===== config.mk =====
export PLATFORM = sky130hd
export DESIGN_NAME = bootcfg_regs
export DESIGN_NICKNAME = d
export VERILOG_FILES = /design/src/rtl/bootcfg_pkg.sv /design/src/rtl/bootcfg_ctrl.sv /design/src/rtl/bootcfg_dpath.sv /design/src/rtl/bootcfg_regs.sv
export SDC_FILE = /design/constraint.sdc
export NUM_CORES = 1
export LEC_CHECK = 0
export BUFFER_PORTS_ARGS = -buffer_cell sky130_fd_sc_hd__buf_4
export CORE_ASPECT_RATIO = 1.4
export CORE_MARGIN = 2
export CORE_UTILIZATION = 43
export DETAILED_ROUTE_END_ITERATION = 12
export PLACE_DENSITY = 0.84
export SYNTH_ARGS = -nofsm -noshare
export SYNTH_HDL_FRONTEND = slang
export SYNTH_SLANG_ARGS = --single-unit
export TNS_END_PERCENT = 1

===== constraint.sdc =====
create_clock -name clk -period 3.2 [get_ports clk]
set_input_delay 0.64 -clock clk [delete_from_list [all_inputs] [get_ports clk]]
set_output_delay 0.64 -clock clk [all_outputs]
set_load 0.05 [all_outputs]

===== src/rtl/bootcfg_pkg.sv =====
package bootcfg_pkg;
  localparam logic [1:0] SEL_NONE = 2'd0;
  localparam logic [1:0] SEL_STS  = 2'd1;
  localparam logic [1:0] SEL_CFG  = 2'd2;

  typedef struct packed {
    logic       stsWr;
    logic       cfgWr;
    logic       rdReq;
    logic [1:0] rdSel;
  } regStrobe_t;
endpackage


===== src/rtl/bootcfg_ctrl.sv =====
module bootcfg_ctrl
  import bootcfg_pkg::*;
#(
  parameter int ADDR_W  = 12,
  parameter int STS_OFS = 'h020,
  parameter int CFG_OFS = 'h14C
) (
  input  logic              clk,
  input  logic              rstN,
  input  logic [ADDR_W-1:0] regAddr,
  input  logic              regWrEn,
  input  logic              regRdEn,
  output regStrobe_t        strb,
  output logic              regRdValid,
  output logic              cfgLocked
);
  localparam logic [ADDR_W-1:0] STS_A = ADDR_W'(STS_OFS);
  localparam logic [ADDR_W-1:0] CFG_A = ADDR_W'(CFG_OFS);

  logic hitSts, hitCfg;

  always_comb begin
    hitSts     = (regAddr == STS_A);
    hitCfg     = (regAddr == CFG_A);
    strb.stsWr = rstN & regWrEn & hitSts;
    strb.cfgWr = rstN & regWrEn & hitCfg & ~cfgLocked;
    strb.rdReq = rstN & regRdEn;
    if (hitSts)      strb.rdSel = SEL_STS;
    else if (hitCfg) strb.rdSel = SEL_CFG;
    else             strb.rdSel = SEL_NONE;
  end

  always_ff @(posedge clk) begin
    if (!rstN) begin
      cfgLocked  <= 1'b0;
      regRdValid <= 1'b0;
    end else begin
      if (regWrEn && hitCfg) cfgLocked <= 1'b1;
      regRdValid <= regRdEn;
    end
  end


  rd_valid_delay_chk: assert property (@(posedge clk) disable iff (!rstN)
    regRdEn |=> regRdValid);

  rd_valid_pulse_chk: assert property (@(posedge clk) disable iff (!rstN)
    !regRdEn |=> !regRdValid);
endmodule


===== src/rtl/bootcfg_dpath.sv =====
module bootcfg_dpath
  import bootcfg_pkg::*;
#(
  parameter int BOOT_W = 13,
  parameter int DATA_W = 32,
  localparam int STRAP_W = BOOT_W + 5
) (
  input  logic               clk,
  input  logic               porRstN,
  input  logic               rstN,
  input  logic [STRAP_W-1:0] strapPins,
  input  regStrobe_t         strb,
  input  logic [DATA_W-1:0]  regWrData,
  output logic [DATA_W-1:0]  regRdData,
  output logic               littleEndian,
  output logic [BOOT_W-1:0]  bootMode,
  output logic               pcieEnable,
  output logic [1:0]         pcieMode,
  output logic               paClkSel,
  output logic               clkOutEn
);
  localparam int BOOT_LO = 1;
  localparam int BOOT_HI = BOOT_W;
  localparam int MODE_LO = BOOT_W + 1;
  localparam int MODE_HI = BOOT_W + 2;
  localparam int EN_BIT  = BOOT_W + 3;
  localparam int PA_BIT  = BOOT_W + 4;

  logic [DATA_W-1:0] stsWord, cfgWord, rdMux;
  logic unusedWrHi;
  assign unusedWrHi = ^regWrData[DATA_W-1:MODE_HI+1];

  // status: captured only by power-on reset
  always_ff @(posedge clk) begin
    if (!porRstN) begin
      littleEndian <= strapPins[0];
      bootMode     <= strapPins[BOOT_HI:BOOT_LO];
      pcieMode     <= strapPins[MODE_HI:MODE_LO];
      pcieEnable   <= strapPins[EN_BIT];
      paClkSel     <= strapPins[PA_BIT];
    end else if (strb.stsWr) begin
      bootMode <= regWrData[BOOT_HI:BOOT_LO];
      pcieMode <= regWrData[MODE_HI:MODE_LO];
    end
  end

  // configuration: cleared by any reset
  always_ff @(posedge clk) begin
    if (!rstN)           clkOutEn <= 1'b1;
    else if (strb.cfgWr) clkOutEn <= regWrData[0];
  end

  always_comb begin
    stsWord                  = '0;
    stsWord[0]               = littleEndian;
    stsWord[BOOT_HI:BOOT_LO] = bootMode;
    stsWord[MODE_HI:MODE_LO] = pcieMode;
    stsWord[EN_BIT]          = pcieEnable;
    stsWord[PA_BIT]          = paClkSel;
    cfgWord                  = '0;
    cfgWord[0]               = clkOutEn;
    case (strb.rdSel)
      SEL_STS: rdMux = stsWord;
      SEL_CFG: rdMux = cfgWord;
      default: rdMux = '0;
    endcase
  end

  always_ff @(posedge clk) begin
    if (!rstN)           regRdData <= '0;
    else if (strb.rdReq) regRdData <= rdMux;
  end


  strap_hold_chk: assert property (@(posedge clk) disable iff (!porRstN)
    porRstN |=> $stable(littleEndian) && $stable(pcieEnable) && $stable(paClkSel));

  sts_keep_on_hard_chk: assert property (@(posedge clk) disable iff (!porRstN)
    !rstN |=> $stable(bootMode) && $stable(pcieMode));

  cfg_default_chk: assert property (@(posedge clk) disable iff (!porRstN)
    !rstN |=> clkOutEn);
endmodule


===== src/rtl/bootcfg_regs.sv =====
module bootcfg_regs
  import bootcfg_pkg::*;
#(
  parameter int ADDR_W  = 12,
  parameter int DATA_W  = 32,
  parameter int BOOT_W  = 13,
  parameter int STS_OFS = 'h020,
  parameter int CFG_OFS = 'h14C
) (
  input  logic                clk,
  input  logic                porRstN,
  input  logic                hardRstN,
  input  logic [BOOT_W+4:0]   strapPins,
  input  logic [ADDR_W-1:0]   regAddr,
  input  logic                regWrEn,
  input  logic [DATA_W-1:0]   regWrData,
  input  logic                regRdEn,
  output logic [DATA_W-1:0]   regRdData,
  output logic                regRdValid,
  output logic                littleEndian,
  output logic [BOOT_W-1:0]   bootMode,
  output logic                pcieEnable,
  output logic [1:0]          pcieMode,
  output logic                paClkSel,
  output logic                clkOutEn
);
  logic       sysRstN;
  logic       cfgLocked;
  regStrobe_t strb;

  assign sysRstN = porRstN & hardRstN;

  bootcfg_ctrl #(
    .ADDR_W(ADDR_W), .STS_OFS(STS_OFS), .CFG_OFS(CFG_OFS)
  ) uCtrl (
    .clk(clk), .rstN(sysRstN), .regAddr(regAddr), .regWrEn(regWrEn),
    .regRdEn(regRdEn), .strb(strb), .regRdValid(regRdValid),
    .cfgLocked(cfgLocked)
  );

  bootcfg_dpath #(
    .BOOT_W(BOOT_W), .DATA_W(DATA_W)
  ) uDpath (
    .clk(clk), .porRstN(porRstN), .rstN(sysRstN), .strapPins(strapPins),
    .strb(strb), .regWrData(regWrData), .regRdData(regRdData),
    .littleEndian(littleEndian), .bootMode(bootMode), .pcieEnable(pcieEnable),
    .pcieMode(pcieMode), .paClkSel(paClkSel), .clkOutEn(clkOutEn)
  );


  cfg_lock_hold_chk: assert property (@(posedge clk) disable iff (!sysRstN)
    cfgLocked |=> $stable(clkOutEn));
endmodule


==> results of run 1 <==
cell usage after synthesis (all sizes together), types with 2 or more instances:
master | number | area share, %
nor2b | 2 | 0.76
edfxtp | 18 | 33
buf | 19 | 8.9
nor2 | 4 | 1.1
a32o | 17 | 11
dfxtp | 21 | 25
nor4 | 2 | 0.76
mux2 | 15 | 10
nor3b | 2 | 1.6
report_power, final:
group	internal (W)	leakage [nW]	switching, W
combinational	0.0000823	0.704	0.000148
clock	0.000155	0.0395	0.000157
sequential	0.000547	0.345	0.0000116
flip-flops by register name, indices dropped and copies added, names as in the netlist:
register	flops
uDpath.paClkSel	1
uDpath.clkOutEn	1
uCtrl.cfgLocked	1
uDpath.regRdData	18
uDpath.pcieMode	2
uDpath.pcieEnable	1
uDpath.littleEndian	1
uDpath.bootMode	13
uCtrl.regRdValid	1
area by class of cell:
cell class	count	area, sq um	share of cell area (%)
clock buffers	8	80.1	3.42
well taps	42	52.6	2.24
repair buffers	89	668	28.5
inverters	1	3.75	0.160
multi-input cells	69	578	24.7
flip-flops and latches	39	961	41.0
per-layer routing:
metal,wire [microns],vias up,global-route usage (%)
li1,-,601,-
met1,1260,607,18.3
met2,1940,85,30.7
met3,460,2,9.00
met4,23,0,6.43
met5,0,-,0
path summary, 6_finish.rpt:
check                                          from             endpoint  slack (ps)  cells past startpoint
worst max-delay path                     regAddr[3]  uDpath.bootMode[11]        1150                      4
worst min register to register  uDpath.regRdData[0]  uDpath.regRdData[0]         470                      1
worst min-delay path            uDpath.regRdData[0]  uDpath.regRdData[0]         470                      1
worst max register to register  uDpath.littleEndian  uDpath.regRdData[0]        2090                      3
logic make-up (layout without fill, tap and decap cells):
kind of cell | after synthesis | in the layout | share of synthesized area (%)
other | 1 | 14 | 0.227
DFF | 39 | 39 | 58.1
and+or+nand+nor | 18 | 18 | 7.64
muxes | 16 | 16 | 10.8
buffers and inverters | 21 | 98 | 9.91
AOI/OAI and AO/OA | 21 | 21 | 13.3
stage by stage:
step | instance area (sq um) | power [W] | util (%)
floorplan | 1700 | 0.000725 | -
global placement | 2260 | 0.000797 | 61.6
global route | 2340 | 0.00114 | 63.8
detailed placement | 2260 | 0.000801 | 61.6
finish | 2340 | 0.00110 | 63.8
CTS | 2340 | 0.00111 | 63.8
cell usage in the layout (no fill, tap or decap):
master | netlist | routed
a2bb2o_1 | 1 | 1
a31o_1 | 1 | 1
a32o_1 | 8 | 8
a32o_2 | 9 | 9
a41o_2 | 1 | 1
a41oi_1 | 1 | 1
and2_1 | 1 | 1
and3_1 | 1 | 1
and4_2 | 1 | 1
buf_4 | 14 | 89
clkbuf_1 | 0 | 3
clkbuf_8 | 0 | 5
conb_1 | 1 | 14
dfxtp_1 | 21 | 21
edfxtp_1 | 18 | 18
inv_1 | 1 | 1
mux2_2 | 15 | 15
mux2i_1 | 1 | 1
nand2_1 | 1 | 1
nand2b_1 | 1 | 1
nand4_1 | 1 | 1
nor2_1 | 3 | 3
nor2_2 | 1 | 1
nor2b_1 | 2 | 2
nor3_1 | 1 | 1
nor3b_1 | 1 | 1
nor3b_4 | 1 | 1
nor4_1 | 2 | 2
or4b_4 | 1 | 1
==> summary.md, run 1 <==
| Metric | Value |
|---|---|
| Status | `finished, final reports clean` |
| Row count | `26` |
| Slowest cell on the critical path | `or4b_4` |
| Post-synth EDFFs | `18` |
| Setup WS post-layout | `1150 ps` |
| Minimum clock period | `2050 ps` |
| Pre-antenna DRT Iters | `4` |
| CTS tree | `done` |
| Seq/Total Area, Yosys | `58.1%` |
| Clock Tree Root | `clkbuf_8` |
| Worst path required time | `3150 ps` |
| Post-DRT Antenna Nets | `0` |
| Mapped cell area | `1650 sq um` |
| All-Layer GR Usage | `17.8%` |
| Clock Sinks | `39` |
| Hold Vio Cnt, Final | `0` |
| Max-Cap Viols | `0` |
| I/O pin count | `119` |
| # DRC | `0` |
| CTS Buffer Depth | `2` |
| Worst-Margin Slew | `711 ps` |
| DP Worst Slack | `851 ps` |
| Tcrit/Tclk final | `64.2%` |
| Vias in the first global route | `1321` |
| Crit path max fanout | `15` |
| Detailed-route vias per instance | `5.22` |
| Proportion of layout cells with a drive suffix above 1 | `59.7%` |
| Largest net degree at the start of global routing | `19` |
| Worst setup EP type | `flip-flop` |
| Yosys warnings | `0` |
| Clock latency on the worst-skew pair | `290 ps` |
| Kind of critical path | `input pin to flip-flop` |
| VDD IR max | `405 uV` |
| WHS | `468 ps` |
| Final slew viol count | `0` |
| Chip height | `77.4 microns` |
| Worst Path Arrival | `2000 ps` |
| Filler Cell Count | `297` |
| Final cell count without fillers | `248` |
| Critical path's top delay family | `simple AND/OR/NAND/NOR gates` |
| CTS H-Tree Depth | `2` |
| Total wire length | `3.68 mm` |
| Fmax | `487 MHz` |
| CTS Buf Count | `5` |
| Leak | `1.09 nW` |
| Layout area overhead | `41.7%` |
| Clk slew on worst S/H paths | `70 ps` |
| DIE WIDTH | `56.4 microns` |
| Hold buffer count at cts | `0` |
| Critical Path Start Type | `input pin` |
| First-pass GRT wire length | `6.03 mm` |
| Post-cts gate resize count | `0` |
| Synth Instances | `116` |
| Initial core utilization | `45.0%` |
| RSZ-0062 raised after global routing | `no` |
| DRT iter0 DRCs | `43` |
| Core area | `3680 sq um` |
| Worst relative slew slack | `52.5%` |
| WP buf/inv | `1` |
| Synth unique cells | `31` |
| Routability congestion estimate | `0.731` |
| Detailed placement HPWL | `2.79 mm` |
| DR vias | `1295` |
| Share of flip-flops with an asynchronous set or reset | `0%` |
| Die ar. | `4370 sq um` |
| CP peak stage delay | `550 ps` |
| Setup Skew | `6.27 ps` |
| Synthesis-stage register bit count | `39` |
| PD cells | `469 nW/um^2` |
| IO Port Bufs | `88` |
| Syn Area/Cell | `14.3 sq um` |
| Sequence of cells on the critical path | `buf_4 -> or4b_4 -> nor3b_4 -> a41o_2` |
| Grt total ovfl | `0` |
| Drt wl/cell | `14.8 microns` |
| Hold Path Class | `flip-flop to flip-flop` |
| Antenna violations before repair | `0` |
| Setup TNS after final layout | `0 ps` |
| Final setup fails | `0` |
| Number of setup buffers added after CTS | `0` |
| Placed Instances | `240` |
| Layout net count | `272` |
| Dominant synthesized flop cell | `dfxtp_1` |
| Diode count | `0` |
(Power assumes the default switching activity.)
==> run 2: changes to the inputs <==
--- a/config.mk
+++ b/config.mk
@@ -5,12 +5,13 @@
 export SDC_FILE = /design/constraint.sdc
 export NUM_CORES = 1
 export LEC_CHECK = 0
+export ABC_AREA = 1
 export BUFFER_PORTS_ARGS = -buffer_cell sky130_fd_sc_hd__buf_4
 export CORE_ASPECT_RATIO = 1.4
 export CORE_MARGIN = 2
-export CORE_UTILIZATION = 43
+export CORE_UTILIZATION = 38
 export DETAILED_ROUTE_END_ITERATION = 12
-export PLACE_DENSITY = 0.84
+export PLACE_DENSITY = 0.76
 export SYNTH_ARGS = -nofsm -noshare
 export SYNTH_HDL_FRONTEND = slang
 export SYNTH_SLANG_ARGS = --single-unit
==> constraint.sdc (replaced) <==
create_clock -name clk -period 1.75 [get_ports clk]
set_input_delay 0.35 -clock clk [delete_from_list [all_inputs] [get_ports clk]]
set_output_delay 0.35 -clock clk [all_outputs]
set_load 0.05 [all_outputs]
==> run 2 against run 1 <==
Net effect: combinational power grew 97%; cell area grew 13%; area after synthesis grew 10%; hold slack lost 230 ps; clock power grew to 2.8 times the previous value; clock-buffer cell count shrank 2; clock skew is essentially flat; sequential power grew 85%; first-iteration DRC count shrank 44%; critical path type unchanged; critical endpoint is now uDpath.bootMode[3].
==> summary.md, run 2 <==
| Metric | Value |
|---|---|
| Max-Cap Viols | `0 (unchanged)` |
| Crit path max fanout | `15 (unchanged)` |
| Detailed placement HPWL | `3.36 mm (+20%)` |
| Largest net degree at the start of global routing | `19 (unchanged)` |
| All-Layer GR Usage | `15.3% (-2.5 points)` |
| Mapped cell area | `1820 sq um (+10%)` |
| Hold Path Class | `input pin to flip-flop` |
| Share of Yosys cell area claimed by the top area cell type | `29.6% (-3.0 points)` |
| First-pass GRT wire length | `6.54 mm (+8.5%)` |
| Detailed-route vias per instance | `4.40 (-16%)` |
| Final cell count without fillers | `366 (+48%)` |
| Yosys warnings | `0 (unchanged)` |
| Synth top area cells | `edfxtp_1 30%, dfxtp_1 23%, nand2_1 17%` |
| Pre-antenna DRT Iters | `4 (unchanged)` |
| Worst-Margin Slew | `539 ps (-172 ps)` |
| Post-synth EDFFs | `18 (unchanged)` |
| Reg-to-reg endpoint | `uDpath.regRdData[0]` |
| Clock Sinks | `39 (unchanged)` |
| Area leader, netlist | `edfxtp_1` |
| Number of setup buffers added after CTS | `0 (unchanged)` |
| Worst relative slew slack | `64.0% (+12 points)` |
| Chip height | `86.0 microns (+11%)` |
| Filler Cell Count | `440 (+48%)` |
| Status | `finished, final reports clean` |
| Clock latency on the worst-skew pair | `280 ps (about the same)` |
| Proportion of layout cells with a drive suffix above 1 | `41.8% (-18 points)` |
| Clk slew on worst S/H paths | `70 ps (about the same)` |
| Layout area overhead | `45.4%` |
| Worst setup EP type | `flip-flop` |
| Critical Path Start Type | `input pin` |
| PD cells | `886 nW/um^2 (+89%)` |
| Reg2reg start | `uDpath.clkOutEn` |
| Layout net count | `370 (+36%)` |
| CTS tree | `done` |
| Most common cell in the netlist | `nand2_1` |
| Antenna violations before repair | `0 (unchanged)` |
| Flop-to-flop setup slack | `940 ps (-1150 ps)` |
| Setup Skew | `6.25 ps (-0.0212 ps)` |
| Area after DPL | `2520 sq um (+11%)` |
| Setup TNS after final layout | `0 ps (unchanged)` |
| Post-DRT Antenna Nets | `0 (unchanged)` |
| Final slew viol count | `0 (unchanged)` |
| Hold Vio Cnt, Final | `0 (unchanged)` |
| Most common cell after layout, fill and taps aside | `buf_4` |
| Most flops, register | `uDpath.regRdData` |
| Routability congestion estimate | `0.778 (+6.4%)` |
| Core area | `4570 sq um (+24%)` |
| Seq/Total Area, Yosys | `52.7% (-5.4 points)` |
| Max reg flops | `18 (unchanged)` |
| Leak | `1.28 nW (+17%)` |
| DRT iter0 DRCs | `24 (-44%)` |
| Row count | `29 (+12%)` |
| Minimum clock period | `1350 ps` |
| Post-cts gate resize count | `0 (unchanged)` |
| I/O pin count | `119 (unchanged)` |
| DR vias | `1612 (+24%)` |
| VDD IR max | `498 uV (+23%)` |
| Crit path from | `regAddr[7]` |
| Post-route cell area | `2650 sq um (+13%)` |
| Drt wl/cell | `11.5 microns (-22%)` |
| Most frequent cells in the layout | `91 x buf_4, 83 x nand2_1, 21 x dfxtp_1, 18 x edfxtp_1, 14 x conb_1` |
| FF-to-FF path depth | `6 (+3)` |
| CTS Buffer Depth | `2 (unchanged)` |
| Share of flip-flops with an asynchronous set or reset | `0% (unchanged)` |
| Tcrit/Tclk final | `77.4%` |
| RSZ-0062 raised after global routing | `no` |
| Die ar. | `5380 sq um (+23%)` |
| Setup crit end | `uDpath.bootMode[3]` |
| Synth unique cells | `22 (-29%)` |
| Worst Path Arrival | `1350 ps (-650 ps)` |
| Clock Tree Root | `clkbuf_8` |
| Dominant synthesized flop cell | `dfxtp_1` |
| Vias in the first global route | `1449 (+9.7%)` |
| Initial core utilization | `39.9% (-5.1 points)` |
| Diode count | `0 (unchanged)` |
| Syn Area/Cell | `8.60 sq um (-40%)` |
| Total wire length | `4.21 mm (+14%)` |
| CTS H-Tree Depth | `2 (unchanged)` |
| Grt total ovfl | `0 (unchanged)` |
| Synthesis-stage register bit count | `39 (unchanged)` |
| Fmax | `738 MHz` |
| DIE WIDTH | `62.6 microns (+11%)` |
| Worst path required time | `1750 ps (-1400 ps)` |
| Hold buffer count at cts | `0 (unchanged)` |
| Largest regs | `uDpath.regRdData (18), uDpath.bootMode (13), uDpath.pcieMode (2)` |
| CTS Buf Count | `5 (unchanged)` |
| Final setup fails | `0 (unchanged)` |
| WHS | `242 ps (-227 ps)` |
| Placed Instances | `358 (+49%)` |
| IO Port Bufs | `88 (unchanged)` |
| Kind of critical path | `input pin to flip-flop` |
| Commonest cells post-synth | `83 x nand2_1, 21 x dfxtp_1, 18 x edfxtp_1` |
| # DRC | `0 (unchanged)` |
| Synth Instances | `212 (+83%)` |
-- run 2: worst min path at each step --
stage                                     from                    to  slack [ps]  cells after the start
after global placement    uDpath.regRdData[15]  uDpath.regRdData[15]         450                      2
final                            strapPins[16]     uDpath.pcieEnable         240                      1
after CTS                        strapPins[16]     uDpath.pcieEnable         230                      1
after global routing             strapPins[17]       uDpath.paClkSel         230                      1
after floorplan                   strapPins[0]   uDpath.littleEndian         450                      0
after detailed placement       uDpath.clkOutEn       uDpath.clkOutEn         470                      2
-- run 2: power by group --
group / total (W) / switching (W) / internal, W
logic: 0.000453 / 0.000305 / 0.000148
registers: 0.00103 / 0.0000276 / 0.00100
clock network: 0.000871 / 0.000301 / 0.000570
total: 0.00235 / 0.000633 / 0.00172
-- run 2: through the flow --
stage                     power (W)  setup slack (ps)  util [%]
after floorplan             0.00135              44.2         -
after global placement      0.00150               119      55.1
after detailed placement    0.00150              78.9      55.1
after CTS                   0.00237               393      58.0
after global routing        0.00243               300      58.0
final                       0.00235               395      58.0
-- run 2: metal layers --
metal	routed length, microns	track usage (%)	part of all wire (%)
met5	0	0	0
met4	162	10.7	3.8
met3	254	2.49	6.0
met2	2240	27.9	53
met1	1550	16.1	37
-- run 2: final cells by class --
cell class / instances / area (sq um) / area share, %
flip-flops and latches: 39 / 961 / 36.2
clock inverters: 2 / 60.1 / 2.26
repair buffers: 92 / 703 / 26.5
multi-input cells: 149 / 718 / 27.1
inverters: 16 / 60.1 / 2.26
clock buffers: 6 / 72.6 / 2.74
well taps: 62 / 77.6 / 2.92
-- run 2: cells by family after synthesis --
logic type	Yosys count	share of synthesized area, %
AND/OR/NAND/NOR	116	28.3
buffers and inverters	37	11.4
AO/OA/AOI/OAI	19	7.41
flip-flops	39	52.7
other	1	0.206
-- run 2: critical path, stage by stage --
cell and delay, ps:
buf_4 110, nor2_1 120, nand2_1 80, inv_1 60, nand3_2 190, o31ai_4 260, buf_12 180
==> run 3: changes to the inputs <==
==> constraint.sdc (replaced) <==
create_clock -name clk -period 1.12 [get_ports clk]
set_input_delay 0.224 -clock clk [delete_from_list [all_inputs] [get_ports clk]]
set_output_delay 0.224 -clock clk [all_outputs]
set_load 0.05 [all_outputs]
==> run 3 against run 2 <==
Net effect: the run now ends with negative setup slack left; clock skew increased by 6.8 ps; combinational power rose by 79%; via count increased by 1.2%; critical path type is now flip-flop to primary output; largest power group unchanged.
==> summary.md, run 3 (synthesis gave the netlist of run 2 again) <==
| Metric | Value |
|---|---|
| Most frequent cells in the layout | `90 x buf_4, 81 x nand2_1, 22 x buf_6, 21 x dfxtp_1, 18 x edfxtp_1` |
| Final setup fails | `1 (+1)` |
| Critical Path Start Type | `flip-flop` |
| Worst setup EP type | `primary output` |
| FF-to-FF path depth | `6 (unchanged)` |
| Slowest cell on the critical path | `edfxtp_1` |
| I/O pin count | `119 (unchanged)` |
| Crit path from | `uDpath.bootMode[11]` |
| Layout net count | `391 (+5.7%)` |
| DR vias | `1632 (+1.2%)` |
| Crit path max fanout | `2 (-13)` |
| Worst Path Arrival | `910 ps (-440 ps)` |
| Multi-input logic area | `753 sq um (+4.9%)` |
| Drt wl/cell | `10.9 microns (-5.3%)` |
| Vias in the first global route | `1441 (-0.55%)` |
| Pre-antenna DRT Iters | `4 (unchanged)` |
| Met1 GRT Util | `16.0% (-0.030 points)` |
| Antenna violations before repair | `0 (unchanged)` |
| Post-DRT Antenna Nets | `0 (unchanged)` |
| Max reg flops | `18 (unchanged)` |
| Failing checks | `negative setup slack` |
| Minimum clock period | `1130 ps` |
| Largest regs | `uDpath.regRdData (18), uDpath.bootMode (13), uDpath.pcieMode (2)` |
| Tcrit/Tclk final | `101%` |
| Hold buffer count at cts | `0 (unchanged)` |
| Grt total ovfl | `0 (unchanged)` |
| Detailed placement HPWL | `3.33 mm (-0.85%)` |
| Detailed-route vias per instance | `4.22 (-4.3%)` |
| IO Port Bufs | `88 (unchanged)` |
| CTS H-Tree Depth | `2 (unchanged)` |
| Kind of critical path | `flip-flop to primary output` |
| Stages on worst setup path | `1 (-6)` |
| CTS Buffer Depth | `2 (unchanged)` |
| Hold Startpoint | `strapPins[17]` |
| CTS tree | `done` |
| Final slew viol count | `0 (unchanged)` |
| Filler Cell Count | `416 (-5.5%)` |
| Global route hottest layer | `met2` |
| Sequence of cells on the critical path | `buf_6` |
| Hold path depth | `1 (unchanged)` |
| Clock latency on the worst-skew pair | `300 ps (+20 ps)` |
| CP peak stage delay | `430 ps (+170 ps)` |
| Routability congestion estimate | `0.787 (+1.3%)` |
| Clock Sinks | `39 (unchanged)` |
| # DRC | `0 (unchanged)` |
| Chip height | `86.0 microns (unchanged)` |
| Clk slew on worst S/H paths | `60 ps (about the same)` |
| Critical path's top delay family | `flip-flops` |
| RSZ-0062 raised after global routing | `yes` |
| Most common cell after layout, fill and taps aside | `buf_4` |
| First-pass GRT wire length | `6.40 mm (-2.1%)` |
| Layout area overhead | `60.4%` |
| PnR Total Power | `0.00370 W (+57%)` |
| Die ar. | `5380 sq um (unchanged)` |
| Most flops, register | `uDpath.regRdData` |
| WP buf/inv | `1 (-2)` |
| Fmax | `886 MHz` |
| Hold Vio Cnt, Final | `0 (unchanged)` |
| CTS Buf Count | `5 (unchanged)` |
| Max-Cap Viols | `0 (unchanged)` |
| Register area | `961 sq um (unchanged)` |
| DP Worst Slack | `-301 ps (-380 ps)` |
| M2 GR Usage | `28.6% (+0.78 points)` |
| PD cells | `1260 nW/um^2 (+43%)` |
| Proportion of layout cells with a drive suffix above 1 | `49.2% (+7.5 points)` |
| Total wire length | `4.22 mm (about the same)` |
| Row count | `29 (unchanged)` |
| Reg2reg start | `uDpath.clkOutEn` |
| Status | `complete, but fails checks` |
| Setup Skew | `13.1 ps (+6.83 ps)` |
| Met3 usage | `4.72% (+2.2 points)` |
| Worst path required time | `900 ps (-850 ps)` |
| VDD IR max | `860 uV (+72%)` |
| All-Layer GR Usage | `15.4% (+0.045 points)` |
| DIE WIDTH | `62.6 microns (unchanged)` |
| Clock Tree Root | `clkbuf_8` |
| Leak | `1.40 nW (+9.9%)` |
| DRT iter0 DRCs | `62 (+160%)` |
| Hold Path Class | `input pin to flip-flop` |
| Core area | `4570 sq um (unchanged)` |
| Setup WS post-layout | `-9.14 ps (-404 ps)` |
| Largest net degree at the start of global routing | `19 (unchanged)` |
| Initial core utilization | `39.9% (unchanged)` |
| Diode count | `0 (unchanged)` |
-- run 3: cell types whose count changed in the layout (fill, tap and decap cells not counted), moves of 2 or more --
| cell | previous run | this run |
|---|---|---|
| nor2_1 | 13 | 8 |
| nand2_1 | 83 | 81 |
| buf_6 | 0 | 22 |
| inv_2 | 3 | 6 |
| nand2_2 | 10 | 12 |
| nor2_2 | 0 | 3 |
| nor2_4 | 0 | 2 |
| inv_1 | 13 | 9 |
-- run 3: repair_timing --
action / 4_1_cts / 5_1_grt
cloned: 0 / 0
resized for setup: 16 / 6
pin swaps: 0 / 2
setup endpoints to repair: 16 / 46
buffers inserted: 7 / 5
-- run 3: final timing paths --
| path | end | slack (ps) |
|---|---|---|
| worst max-delay path | bootMode[11] | -9 |
| worst min-delay path | uDpath.paClkSel | 110 |
| worst max register to register | uDpath.regRdData[0] | 240 |
| worst min register to register | uDpath.regRdData[2] | 470 |
-- run 3: area by class of cell --
type / count / area share, %
Timing Repair Buffer: 113 / 32.2
Inverter: 16 / 2.14
Clock inverter: 1 / 1.03
Sequential cell: 39 / 32.8
Clock buffer: 7 / 3.38
Tap cell: 62 / 2.65
Multi-Input combinational cell: 149 / 25.7
-- run 3: where the power goes --
part           switching, W  leakage [nW]  total [W]  internal (W)
sequential        0.0000489         0.345    0.00161       0.00156
clock              0.000467        0.0666    0.00128      0.000808
combinational      0.000499         0.993   0.000813      0.000314
total               0.00101          1.40    0.00370       0.00269
-- run 3: per-stage QoR --
step / hold slack [ps] / cells / util, % / setup TNS, ps / area [sq um]
floorplan: 323 / 225 / - / -5390 / 1930
global placement: 403 / 367 / 57.4 / -8550 / 2630
detailed placement: 405 / 367 / 57.4 / -8900 / 2630
CTS: 101 / 382 / 62.7 / -45.5 / 2870
global route: 99.6 / 387 / 64.0 / -328 / 2930
finish: 113 / 387 / 64.0 / -9.14 / 2930
-- run 3: layer usage --
layer | share of wire, % | up-vias
li1 | - | 856
met2 | 55 | 62
met4 | 1.6 | 0
met5 | 0 | -
met3 | 6.9 | 5
met1 | 37 | 709
